==> config.mk <==
export PLATFORM = sky130hd
export DESIGN_NAME = cnt_timer
export DESIGN_NICKNAME = d
export VERILOG_FILES = /design/src/rtl/cnt_timer_pkg.sv /design/src/rtl/tmr_prescaler.sv /design/src/rtl/tmr_insync.sv /design/src/rtl/tmr_downcnt.sv /design/src/rtl/tmr_outstage.sv /design/src/rtl/cnt_timer.sv
export SDC_FILE = /design/constraint.sdc
export NUM_CORES = 1
export LEC_CHECK = 0
export BUFFER_PORTS_ARGS = -buffer_cell sky130_fd_sc_hd__buf_2
export CAP_MARGIN = 20
export CORE_MARGIN = 2
export CORE_UTILIZATION = 39
export CTS_CLUSTER_DIAMETER = 120
export DETAILED_ROUTE_END_ITERATION = 12
export PLACE_DENSITY = 0.65
export SLEW_MARGIN = 20
export SYNTH_ARGS = -nofsm -noshare
export SYNTH_HDL_FRONTEND = slang
export SYNTH_SLANG_ARGS = --single-unit
==> constraint.sdc <==
create_clock -name clk -period 4.3 [get_ports clk]
set_clock_uncertainty 0.05 [all_clocks]
set_input_delay 0.86 -clock clk [delete_from_list [all_inputs] [get_ports clk]]
set_output_delay 0.86 -clock clk [all_outputs]
set_load 0.005 [all_outputs]
==> src/rtl/cnt_timer_pkg.sv <==
`timescale 1ns/1ps
package cnt_timer_pkg;
  localparam int ADDR_W = 2;

  localparam logic [ADDR_W-1:0] A_CTRL   = 2'd0;
  localparam logic [ADDR_W-1:0] A_RELOAD = 2'd1;
  localparam logic [ADDR_W-1:0] A_COUNT  = 2'd2;
  localparam logic [ADDR_W-1:0] A_PRESC  = 2'd3;

  localparam int CTRL_W   = 8;
  localparam int CB_RUN   = 0;
  localparam int CB_PULSE = 5;
  localparam int CB_UEN   = 6;
  localparam int CB_UBIT  = 7;

  localparam int N_IN = 2;

  typedef enum logic [1:0] {
    SRC_TICK = 2'd0,
    SRC_IN0  = 2'd1,
    SRC_IN1  = 2'd2,
    SRC_TICK2 = 2'd3
  } src_e;

  typedef enum logic [1:0] {
    EDG_RISE = 2'd0,
    EDG_FALL = 2'd1,
    EDG_BOTH = 2'd2,
    EDG_BOTH2 = 2'd3
  } edge_e;

  typedef struct packed {
    logic  ubit;
    logic  uen;
    logic  pulse;
    edge_e edg;
    src_e  src;
    logic  run;
  } ctrl_t;
endpackage

==> src/rtl/tmr_prescaler.sv <==
`timescale 1ns/1ps
// Even divider: one tick per 2*(div+1) clocks; held in its start state while stopped.
module tmr_prescaler #(
  parameter int PRE_W = 8
) (
  input  logic             clk,
  input  logic             rst,
  input  logic             run,
  input  logic [PRE_W-1:0] div,
  output logic             tick
);
  logic [PRE_W-1:0] half_q;
  logic             phase_q;

  always_ff @(posedge clk) begin
    if (rst || !run) begin
      half_q  <= '0;
      phase_q <= 1'b0;
    end else if (half_q == div) begin
      half_q  <= '0;
      phase_q <= ~phase_q;
    end else begin
      half_q  <= half_q + 1'b1;
    end
  end

  assign tick = run && phase_q && (half_q == div);
endmodule

==> src/rtl/tmr_insync.sv <==
`timescale 1ns/1ps
// Two-flop resync per input, then sampling on the timer tick; edges are
// reported for one full tick interval.
module tmr_insync #(
  parameter int N = 2
) (
  input  logic         clk,
  input  logic         rst,
  input  logic         tick,
  input  logic [N-1:0] din,
  output logic [N-1:0] rise,
  output logic [N-1:0] fall
);
  for (genvar gi = 0; gi < N; gi++) begin : g_in
    logic meta_q, sync_q, samp_q, prev_q;

    always_ff @(posedge clk) begin
      if (rst) begin
        meta_q <= 1'b0;
        sync_q <= 1'b0;
        samp_q <= 1'b0;
        prev_q <= 1'b0;
      end else begin
        meta_q <= din[gi];
        sync_q <= meta_q;
        if (tick) begin
          samp_q <= sync_q;
          prev_q <= samp_q;
        end
      end
    end

    assign rise[gi] = samp_q & ~prev_q;
    assign fall[gi] = ~samp_q & prev_q;
  end
endmodule

==> src/rtl/tmr_downcnt.sv <==
`timescale 1ns/1ps
module tmr_downcnt #(
  parameter int CNT_W = 16
) (
  input  logic             clk,
  input  logic             rst,
  input  logic             step,
  input  logic             ld_en,
  input  logic [CNT_W-1:0] ld_val,
  input  logic [CNT_W-1:0] reload,
  output logic [CNT_W-1:0] count,
  output logic             term
);
  logic at_zero;
  assign at_zero = (count == '0);
  // A software load on the same edge takes precedence and cancels the terminal event.
  assign term    = step && at_zero && !ld_en;

  always_ff @(posedge clk) begin
    if (rst)        count <= '0;
    else if (ld_en) count <= ld_val;
    else if (step)  count <= at_zero ? reload : count - 1'b1;
  end
endmodule

==> src/rtl/tmr_outstage.sv <==
`timescale 1ns/1ps
module tmr_outstage (
  input  logic clk,
  input  logic rst,
  input  logic term,
  input  logic run,
  input  logic pulse,
  input  logic uen,
  input  logic ubit,
  output logic irq,
  output logic pin
);
  logic tog_q, tog_n, pin_d;

  assign tog_n = tog_q ^ term;

  always_comb begin
    if (!run && uen) pin_d = ~ubit;
    else if (pulse)  pin_d = term;
    else             pin_d = tog_n;
  end

  always_ff @(posedge clk) begin
    if (rst) begin
      tog_q <= 1'b0;
      irq   <= 1'b0;
      pin   <= 1'b0;
    end else begin
      tog_q <= tog_n;
      irq   <= term;
      pin   <= pin_d;
    end
  end
endmodule

==> src/rtl/cnt_timer.sv <==
`timescale 1ns/1ps
module cnt_timer
  import cnt_timer_pkg::*;
#(
  parameter int CNT_W = 16,
  parameter int PRE_W = 8
) (
  input  logic              clk,
  input  logic              rst,
  input  logic              wr_en,
  input  logic [ADDR_W-1:0] wr_addr,
  input  logic [CNT_W-1:0]  wr_data,
  input  logic [ADDR_W-1:0] rd_addr,
  output logic [CNT_W-1:0]  rd_data,
  input  logic [N_IN-1:0]   user_in,
  output logic              tmr_irq,
  output logic              tmr_out
);
  ctrl_t            ctrl_q;
  logic [CNT_W-1:0] reload_q;
  logic [PRE_W-1:0] presc_q;
  logic [CNT_W-1:0] count_q;
  logic [CNT_W-1:0] rd_nxt;
  logic             tick, step, term, ld_en;
  logic [N_IN-1:0]  rise, fall, hit;

  // register file
  always_ff @(posedge clk) begin
    if (rst) begin
      ctrl_q   <= '0;
      reload_q <= '0;
      presc_q  <= '0;
    end else if (wr_en) begin
      case (wr_addr)
        A_CTRL:   ctrl_q   <= ctrl_t'(wr_data[CTRL_W-1:0]);
        A_RELOAD: reload_q <= wr_data;
        A_PRESC:  presc_q  <= wr_data[PRE_W-1:0];
        default:  ;
      endcase
    end
  end

  assign ld_en = wr_en && ((wr_addr == A_COUNT) ||
                           (wr_addr == A_RELOAD && !ctrl_q.run));

  tmr_prescaler #(.PRE_W(PRE_W)) u_pre (
    .clk  (clk),
    .rst  (rst),
    .run  (ctrl_q.run),
    .div  (presc_q),
    .tick (tick)
  );

  tmr_insync #(.N(N_IN)) u_sync (
    .clk  (clk),
    .rst  (rst),
    .tick (tick),
    .din  (user_in),
    .rise (rise),
    .fall (fall)
  );

  // step source and edge selection
  always_comb begin
    for (int i = 0; i < N_IN; i++) begin
      case (ctrl_q.edg)
        EDG_RISE: hit[i] = rise[i];
        EDG_FALL: hit[i] = fall[i];
        default:  hit[i] = rise[i] | fall[i];
      endcase
    end
    case (ctrl_q.src)
      SRC_IN0: step = tick && hit[0];
      SRC_IN1: step = tick && hit[1];
      default: step = tick;
    endcase
  end

  tmr_downcnt #(.CNT_W(CNT_W)) u_cnt (
    .clk    (clk),
    .rst    (rst),
    .step   (step),
    .ld_en  (ld_en),
    .ld_val (wr_data),
    .reload (reload_q),
    .count  (count_q),
    .term   (term)
  );

  tmr_outstage u_out (
    .clk   (clk),
    .rst   (rst),
    .term  (term),
    .run   (ctrl_q.run),
    .pulse (ctrl_q.pulse),
    .uen   (ctrl_q.uen),
    .ubit  (ctrl_q.ubit),
    .irq   (tmr_irq),
    .pin   (tmr_out)
  );

  // registered read port
  always_comb begin
    rd_nxt = '0;
    case (rd_addr)
      A_CTRL:   rd_nxt[CTRL_W-1:0] = ctrl_q;
      A_RELOAD: rd_nxt = reload_q;
      A_COUNT:  rd_nxt = count_q;
      A_PRESC:  rd_nxt[PRE_W-1:0] = presc_q;
      default:  rd_nxt = '0;
    endcase
  end

  always_ff @(posedge clk) begin
    if (rst) rd_data <= '0;
    else     rd_data <= rd_nxt;
  end
endmodule

==> impl.org, run 1 <==
** Outcome
- The run finished with clean final reports.

** STA
- Final critical-path share of the clock period :: 63.4%
- The max-slew violation total from the final report was 0.
- Final hold viol count :: 0
- Across all hold checks on the routed design, the worst slack comes to 392 ps.
- Final-report setup violation count :: 0
- Min Clock Period, post-route :: 2730 ps
- Achievable clock frequency :: 367 MHz
- In the final timing run, aggregate negative setup slack is 0 ps.
- For the pin with the worst max-slew slack, the measured transition is 1090 ps.
- The worst pin sits at a relative slew slack of 26.9%.
- Setup repair after global routing left no endpoint under its margin.

** Clocking
- Clock tree synthesis found a total of 84 sinks.
- The number of setup buffers added after CTS is 0.
- CTS tree :: yes
- Clock tree synthesis inserted a total of 9 buffers.
- Maximum clock path buffer count :: 2
- Clock latency of the later-clocked register in the worst-skew pair :: 360 ps
- Cts hold-fix bufs :: 0
- Root buffer selected by CTS :: clkbuf_8
- The H-tree generated during clock tree synthesis spans 3 levels.
- After clock tree synthesis, the clock-pin slew on the worst setup and hold paths is 90 ps.
- Quantity of gates resized following cts :: 0

** Yosys
- Syn Area/Cell :: 8.64 um^2
- Gate Count Post-Synth :: 488
- Number of warnings reported in the yosys synthesis log :: 0
- Post-synthesis cell area :: 0.00422 mm^2
- For this run, asynchronously set or reset flops after synthesis account for 0%.
- After synthesis, flip-flops and latches occupy 39.9% of the total area.
- Of all cell types, the one taking the most synthesized area is dfxtp_1.
- Top area cells in the synthesized netlist :: dfxtp_1 (40%), nor2_1 (6.0%), nand2_1 (5.0%)
- The number of nets in the synthesized netlist is 525.
- Synthesis instantiated 64 different standard cells from the library.
- Register bit total from synthesis :: 84
- Synth top area share :: 39.9%
- The most used flip-flop cell after synthesis is dfxtp_1.
- Most frequent cells after synthesis :: dfxtp_1 (84), nor2_1 (67), nand2_1 (56), a21oi_1 (37), clkbuf_1 (22)
- Number of flops mapped to enable cells by yosys :: 0
- Leading cell type by number of instances after synthesis :: dfxtp_1

** Run
- Max-cap violations in this run came to 0.

** Worst setup path
- For the worst setup path, the data arrival time is 2940 ps.
- Along the worst path, the maximum fanout reaches 19.
- Reg-to-reg startpoint :: u_cnt.count[0]
- The worst setup path is launched from a flip-flop.
- Type of destination of the critical path :: flip-flop
- The most critical setup path has its startpoint at u_cnt.count[0].
- At the worst endpoint, the required time is 4520 ps.
- Startpoint-to-endpoint class of the critical path :: flip-flop to flip-flop

** GRT
- GRT Residual Overflow :: 0
- Wire length of the first global-routing pass :: 18,200 um
- Entering global routing, the biggest net connects 37 pins.
- The number of antenna violations at the first check in global routing is 0.
- In the global route stage, overall resource usage came out at 20.0%.
- Number of global-route vias before repair :: 3,557

** Min path
- The startpoint identified for the worst hold timing path is u_sync.g_in[1].sync_q.
- The path class of the tightest hold or removal check is flip-flop to flip-flop.

** Routing
- Wire length per cell after detailed routing :: 17.1 um
- After detailed routing, the number of remaining DRC violations is 0.
- Vias per Instance :: 5.81
- Routed vias :: 3,777
- Total length of routed wires :: 11,100 um
- Number of detailed-route iterations in the first pass :: 6
- DRC marker count from the first detailed-route iteration :: 456
- The detail route stage leaves a number of antenna-violating nets equal to 0.

** Final layout
- Share of layout cells above drive strength 1 :: 16.5%
- 0 antenna diodes ended up in the layout.
- Post-layout net count :: 546
- The filler cells instantiated in the layout total 1,043.
- From synthesis to final layout, the design area changed by 9.85%.

** Floorplanning
- The floorplan step set the die height to 108 um.
- For this configuration, the core starts out at a cell density of 40.5%.
- Measured along the x axis, the die boundary spans 108 um.
- The die covers 0.0117 mm^2.
- I/O pin cnt :: 43
- The core region is 0.0104 mm^2.
- Site row count :: 37

** Pwr
- In this run the static leakage power is 1.75 nW.
- For this design the ratio of total power to cell area is 369 mW/mm^2.
- The worst-case IR drop observed on VDD is 157 uV.
- Overall power consumption after layout is estimated at 1.71 mW.

** Placement
- Port buffering added 42 buffers.
- Final Wtd Congestion :: 0.900
- Post-DP HPWL :: 7510 um
==> layer usage <==
metal	GRT usage, %	part of all wire, %	vias to the layer above
met5	0	0	-
met4	8.52	2.0	0
met3	3.74	5.7	18
met2	31.7	47	134
met1	26.7	45	1819
li1	-	-	1806
==> cell type report <==
type                    instances  area, um^2  area share (%)
repair buffers                 48         255            5.51
clock inverters                 6        71.3            1.54
flip-flops and latches         84        1680            36.3
clock buffers                  10         138            2.97
well taps                     136         170            3.67
inverters                      13        48.8            1.05
multi-input cells             353        2270            49.0
==> path summary, 6_finish.rpt <==
check,endpoint,cells after the start,slack [ps]
max,u_out.pin,7,1570
min reg2reg,u_sync.g_in[1].samp_q,2,390
max reg2reg,u_out.pin,7,1570
min,u_sync.g_in[1].samp_q,2,390
==> report_power, final <==
part	switching [mW]	total, mW	internal (mW)
clock network	0.305	0.593	0.288
logic	0.176	0.283	0.107
registers	0.0298	0.833	0.803
==> per-stage QoR <==
stage	utilization (%)	instances	worst slack, ps	area [um^2]
2_1_floorplan	-	488	1780	4220
3_3_place_gp	42.5	634	1650	4420
3_5_place_dp	42.5	634	1610	4420
4_1_cts	44.5	650	1590	4630
5_1_grt	44.5	650	1440	4630
6_report	44.5	650	1570	4630
==> state kept, by name, indices dropped and copies added (netlist names) <==
| signal | count |
|---|---|
| ctrl_q | 8 |
| presc_q | 8 |
| rd_data | 16 |
| reload_q | 16 |
| u_cnt.count | 16 |
| u_out.irq | 1 |
| u_out.pin | 1 |
| u_out.tog_q | 1 |
| u_pre.half_q | 8 |
| u_pre.phase_q | 1 |
| u_sync.g_in.meta_q | 2 |
| u_sync.g_in.prev_q | 2 |
| u_sync.g_in.samp_q | 2 |
| u_sync.g_in.sync_q | 2 |
==> cell families after synthesis <==
kind of cell	count (synthesis)	share of synthesized area (%)
buf+inv	51	6.47
compound gates	110	18.9
flops	84	39.9
xor+xnor	15	3.11
mux	20	5.10
simple gates	196	23.0
fa+ha+maj	12	3.56
==> worst max-delay path: stages, from the launching register on <==
cell,delay [ps]
dfxtp_1,380
inv_1,110
ha_1,190
or4b_2,680
or4_4,600
nor2_2,200
a311oi_1,120
a2111oi_2,290
==> layout by cell type (no fill, tap or decap), types with 4 or more instances in the layout <==
master     count
dfxtp_1       84
nor2_1        67
nand2_1       56
buf_2         42
a21oi_1       37
mux2i_1       17
inv_1         13
ha_1          12
nand3_1       11
xnor2_1       11
clkbuf_8      10
nor2b_1        8
a22oi_1        8
a222oi_1       8
o21ai_0        8
nor4_1         7
or3_1          6
o2111ai_1      6
buf_4          6
a311oi_1       5
or4_1          5
nand4_1        4
o31ai_1        4
xor2_1         4
a221o_1        4
nand3b_1       4
a2111oi_0      4
o221ai_1       4
Power figures use the tool's default switching activity.
==> inputs of run 2 (changes only) <==
==> constraint.sdc (replaced) <==
create_clock -name clk -period 2.6 [get_ports clk]
set_clock_uncertainty 0.05 [all_clocks]
set_input_delay 0.52 -clock clk [delete_from_list [all_inputs] [get_ports clk]]
set_output_delay 0.52 -clock clk [all_outputs]
set_load 0.005 [all_outputs]
==> impl.org, run 2 (synthesis gave the netlist of run 1 again) <==
** Worst setup path
- Flop2flop setup slack :: 190 ps
- Along the worst path, the maximum fanout reaches 7.
- Arr. time, crit path :: 2620 ps
- Tracing the worst setup path back leads to its startpoint at u_cnt.count[9].
- The startpoint identified for the worst register-to-register timing path is u_cnt.count[9].
- Worst setup path end :: u_cnt.count[0]
- Endpoint of the worst register-to-register path :: u_cnt.count[0]
- Type of destination of the critical path :: flip-flop
- The worst setup path is launched from a flip-flop.
- CP required :: 2810 ps
- Counting cells, the worst reg-to-reg path comes to 7.
- Startpoint-to-endpoint class of the critical path :: flip-flop to flip-flop

** Clocking
- After clock tree synthesis, the clock-pin slew on the worst setup and hold paths is 80 ps.
- Counting every sink on the clock net gives 84.
- Maximum clock path buffer count :: 2
- TritonCTS built the clock tree.
- Buffers inserted to repair hold after CTS numbered 0.
- The later pin in the worst-skew pair is clocked with a latency of 380 ps.
- CTS buffer count :: 9
- Root buffer selected by CTS :: clkbuf_8
- In this run the number of H-tree levels came out at 3.

** Placement
- The count of buffers added on input and output ports is 42.
- Final Wtd Congestion :: 0.919
- Worst slack, placed :: -43.2 ps
- After legalization and detailed placement, the total HPWL measured 7900 um.

** Min path
- Tightest Hold Check Type :: primary input to flip-flop

** Routing
- Total met3 wirelength after detailed routing :: 797 um
- For this block, wires on met1 add up to 5130 um.
- After detailed routing, the number of vias per cell comes to 5.78.
- Wire length per cell after detailed routing :: 17.0 um
- DRC marker count from the first detailed-route iteration :: 315
- Number of DRC violations after detailed routing :: 0
- After detailed routing, no signal wire sits above met4.
- Summed over all layers, the routed wires come to 11,500 um.
- Routed vias :: 3,924
- Once detail routing completed, the nets flagged for antenna violations numbered 0.
- Detail Route met2 WL :: 5420 um
- The first detailed-routing pass ran for 7 iterations.

** STA
- Max Transition Viols Final :: 0
- Final-report setup violation count :: 0
- Setup repair after global routing missed its margin :: no
- Max-slew headroom at the worst pin :: 41.9%
- The worst path uses 92.7% of the clock period.
- Final total negative setup slack :: 0 ps
- At the pin with the least slew margin, the transition time is 869 ps.
- Across all hold checks on the routed design, the worst slack comes to 299 ps.
- Setup slack on the critical path of the routed design comes to 191 ps.
- Min Clock Period, post-route :: 2410 ps
- Timing would allow up to 415 MHz.
- The hold violation total from the final report was 0.

** GRT
- The via count of the first global-routing pass is 3,735.
- Largest net degree at the start of global routing :: 24
- The number of antenna violations at the first check in global routing was 0.
- Global routing used 21.0% of the available tracks across all layers.
- GRT Residual Overflow :: 0
- Wire length of the first global-routing pass :: 19,100 um

** Outcome
- The run finished with clean final reports.

** Final layout
- The filler cells instantiated in the layout total 1,049.
- The library cell used most frequently in the layout, excluding fill and tap cells, is dfxtp_1.
- The number of antenna diodes in the final layout is 0.
- Post-synthesis to final-layout area growth :: 14.7%
- Post-layout net count :: 575
- In the final layout, the registers with the most flip-flops are rd_data (16), reload_q (16), u_cnt.count (16).
- Most frequent cells in the layout :: dfxtp_1 (84), nor2_1 (67), nand2_1 (56)
- Cells with a size suffix above 1 make up 21.4% of the layout.

** Pwr
- The completed layout was analyzed and its total power is 2.80 mW.
- PD cells :: 578 mW/mm^2
- Leakage power of the design :: 1.88 nW
- Worst VDD drop :: 203 uV

** Floorplanning
- Die outline width :: 108 um
- The floorplan step defined a core boundary enclosing 0.0104 mm^2.
- 43 I/O pins were placed.
- The die covers 0.0117 mm^2.
- The floorplan step set the die height to 108 um.
- After floorplanning, the core was divided into 37 placement rows.
- For this configuration, the core starts out at a cell density of 40.5%.

** Run
- Number of violations of the max-capacitance limit :: 0
==> run 2: how the worst min path moves through the flow <==
stage,start,cells past startpoint,to
finish,user_in[1],2,u_sync.g_in[1].meta_q
global route,user_in[1],2,u_sync.g_in[1].meta_q
CTS,user_in[1],2,u_sync.g_in[1].meta_q
detailed placement,u_sync.g_in[0].meta_q,1,u_sync.g_in[0].sync_q
global placement,u_sync.g_in[0].meta_q,1,u_sync.g_in[0].sync_q
floorplan,u_sync.g_in[0].meta_q,1,u_sync.g_in[0].sync_q
==> run 2: cell type report <==
type                    count  area (um^2)  area share [%]
repair buffers             77          474            9.80
well taps                 136          170            3.52
multi-input cells         353         2290            47.4
clock buffers              12          145            3.00
inverters                  13         48.8            1.01
clock inverters             4         25.0           0.517
flip-flops and latches     84         1680            34.7
==> run 2: metrics by stage <==
stage / cells / util (%) / instance area (um^2)
2_1_floorplan: 488 / - / 4220
3_3_place_gp: 654 / 43.9 / 4570
3_5_place_dp: 654 / 43.9 / 4570
4_1_cts: 678 / 46.1 / 4810
5_1_grt: 679 / 46.5 / 4840
6_report: 679 / 46.5 / 4840
==> run 2: critical path, cell delays in order, from the launching register on <==
cell	delay [ps]
dfxtp_1	380
or4_4	610
or4_4	560
buf_6	160
buf_4	130
nor2_1	80
a211oi_1	50
a221o_1	290
==> run 2: metal layers <==
| layer | vias up | global-route usage [%] |
|---|---|---|
| li1 | 1865 | - |
| met1 | 1885 | 27.7 |
| met2 | 156 | 33.8 |
| met3 | 18 | 4.04 |
| met4 | 0 | 8.15 |
| met5 | - | 0 |
==> run 2: what timing repair did <==
| action | 4_1_cts | 5_1_grt |
|---|---|---|
| resized for setup | 1 | 9 |
| endpoints found under the setup margin | 3 | 14 |
| setup buffers | 8 | 1 |
| pin swaps | 1 | 2 |
==> run 2: power breakdown <==
part	internal (mW)	switching, mW
clock	0.370	0.474
combinational	0.256	0.330
sequential	1.33	0.0375
total	1.95	0.842
==> inputs of run 3 (changes only) <==
--- a/config.mk
+++ b/config.mk
@@ -12,6 +12,7 @@
 export CTS_CLUSTER_DIAMETER = 120
 export DETAILED_ROUTE_END_ITERATION = 12
 export PLACE_DENSITY = 0.65
+export RECOVER_POWER = 25
 export SLEW_MARGIN = 20
 export SYNTH_ARGS = -nofsm -noshare
 export SYNTH_HDL_FRONTEND = slang
==> impl.org, run 3 (synthesis gave the netlist of run 1 again) <==
** Final layout
- The number of antenna diodes in the final layout is 0.
- Post-layout net count :: 575
- Final Util :: 46.3%
- From synthesis to final layout, the design area changed by 14.4%.
- Filler-free cell count of the finished design :: 679
- Most frequent cells in the layout :: dfxtp_1 (84), nor2_1 (67), nand2_1 (56)
- Share of layout cells above drive strength 1 :: 20.6%
- Largest registers :: rd_data (16), reload_q (16), u_cnt.count (16)
- The finished cells cover 0.00483 mm^2.
- Most common library cell in the layout ignoring fill and taps :: dfxtp_1

** Placement
- Counting tap cells, the placed design contains a total of 654 instances.
- Final Wtd Congestion :: 0.919
- Summing all placed instances gives a cell area of 0.00457 mm^2.
- Port-buffer cells :: 42
- At the placement stage, the worst setup path has a slack of -43.2 ps.
- Summed over all nets, the half-perimeter wirelength after detailed placement is 7900 um.

** Routing
- The final route contains 3,930 vias.
- Number of detailed-route iterations in the first pass :: 6
- Number of DRC violations after detailed routing :: 0
- After detailed routing, the total wire length is 11,500 um.
- Number of nets with antenna violations after routing :: 0
- DRC marker count from the first detailed-route iteration :: 308
- Dividing the detail-routed via count by the number of cells gives 5.79.
- Dividing the detail-routed wire length by the instance count gives 17.0 um.

** GRT
- GRT Residual Overflow :: 0
- Global routing consumed, over all layers together, 21.0% of the routing resources.
- The number of antenna violations at the first check in global routing was 0.
- Entering global routing, the biggest net connects 24 pins.
- The first global-routing pass estimated 19,100 um of wire.
- Number of global-route vias before repair :: 3,735

** Pwr
- Of the total power, registers draw 48.9%.
- Proportion of total power due to net switching :: 30.2%
- Switching power :: 843 uW
- The analysis attributes to cell leakage a power of 1.87 nW.
- Per report_power, the combinational group accounts for 20.9% of the total.
- In this run the power density over the cells is 579 mW/mm^2.
- In this run, the clock network consumes 30.3% of the power.
- Across the VDD grid, the largest voltage drop is 204 uV.
- Power Internal :: 1.95 mW

** STA
- The max-slew violation total from the final report came to 0.
- The worst path uses 93.5% of the clock period.
- At the pin with the least slew margin, the transition time is 1140 ps.
- Minimum setup slack in the final design :: 170 ps
- In this run the tightest slew margin relative to its limit is 24.0%.
- Setup repair after global routing left no endpoint under its margin.
- For this run, the top clock speed supported by timing is 412 MHz.
- Min Clock Period, post-route :: 2430 ps
- Final hold viol count :: 0
- Final-report setup violation count :: 0
- Min Hold Slack :: 300 ps

** Floorplanning
- In this run the standard cell core region covers 0.0104 mm^2.
- From bottom edge to top edge, the die measures 108 um.
- Pin placement for this block handled 43 I/O pins.
- Site row count :: 37
- Die Footprint :: 0.0117 mm^2
- The floorplan step set the die width to 108 um.
- Once the floorplan was initialized, standard cells occupied 40.5% of the core.

** Worst setup path
- In this run the critical register-to-register path is launched from u_cnt.count[9].
- Sequence of cells on the critical path :: or4_4 > or4_4 > buf_6 > buf_4 > o41ai_2 > a21oi_1
- Type of destination of the critical path :: flip-flop
- STA puts the critical path data required time at 2790 ps.
- Startpoint-to-endpoint class of the critical path :: flip-flop to flip-flop
- The slowest stage of the critical path belongs to the cell or4_4.
- Along the worst path, the maximum fanout reaches 7.
- Launching element type of the critical path :: flip-flop
- Arr. time, crit path :: 2620 ps
- In this run the worst setup path begins at u_cnt.count[9].
- Crit path top cell by count :: or4_4
- Maximum single-stage delay on the critical path :: 610 ps

** Run
- Number of violations of the max-capacitance limit :: 0

** Outcome
- The flow ran to the end, and the final reports show no timing, DRC or antenna violations.

** Clocking
- Clock-pin slew was measured on the worst setup and hold paths at 90 ps.
- Clock latency of the later-clocked register in the worst-skew pair :: 370 ps
- The tree built by TritonCTS fans out to 84 sinks.
- The clock passes through at most 2 buffers.
- H-tree levels :: 3
- For this design, the CTS-stage hold fixing added 0 buffers.
- TritonCTS built the clock tree.
- In this run the clock root is driven by a clkbuf_8.
- CTS buffer count :: 9

** Min path
- The worst hold path begins at user_in[1].
- Tightest Hold Check Type :: primary input to flip-flop
==> run 3: cell types whose count changed in the layout (fill, tap and decap cells not counted) <==
| cell | delta |
|---|---|
| buf_2 | -1 |
| clkbuf_1 | +4 |
| buf_4 | -3 |
==> run 3: area by class of cell <==
cell class              instances  area, um^2
repair buffers                 77         462
flip-flops and latches         84        1680
multi-input cells             353        2290
fillers                      1052        5590
well taps                     136         170
inverters                      13        48.8
clock inverters                 4        25.0
clock buffers                  12         145
==> run 3: routing by layer <==
layer | routed length (um) | GRT usage (%) | vias up
met5 | 0 | 0 | -
met4 | 161 | 8.15 | 0
met3 | 672 | 4.04 | 19
met2 | 5460 | 33.8 | 145
met1 | 5250 | 27.7 | 1908
li1 | - | - | 1858
==> run 3: worst max-delay path: cells and delay by family, from the launching register on <==
kind | cells | cell delay (ps)
AND/OR/NAND/NOR | 2 | 1170
flip-flops | 1 | 390
buffers and inverters | 2 | 290
AO/OA/AOI/OAI | 2 | 400
==> run 3: through the flow <==
step	power (mW)	setup TNS, ps
floorplan	1.76	0
global placement	1.90	0
detailed placement	1.91	-43.2
CTS	2.79	0
global route	2.95	0
finish	2.79	0
==> run 3: power groups by stage <==
stage | clock network [mW] | logic (mW) | registers [mW]
5_1_grt | 0.935 | 0.639 | 1.37
2_1_floorplan | 0 | 0.377 | 1.39
3_3_place_gp | 0 | 0.508 | 1.39
6_report | 0.846 | 0.583 | 1.37
3_5_place_dp | 0 | 0.518 | 1.39
4_1_cts | 0.866 | 0.557 | 1.36
==> run 3: final timing paths <==
check | slack [ps] | to | cells after the start
worst max-delay path | 170 | u_out.tog_q | 6
worst max register to register | 170 | u_out.tog_q | 6
worst min-delay path | 300 | u_sync.g_in[1].meta_q | 2
worst min register to register | 390 | u_sync.g_in[0].samp_q | 2
==> run 3: timing repair <==
action	4_1_cts	5_1_grt
pin swaps	1	2
resized for setup	1	9
setup endpoints to repair	3	14
setup buffers	8	1
gates cloned	0	0
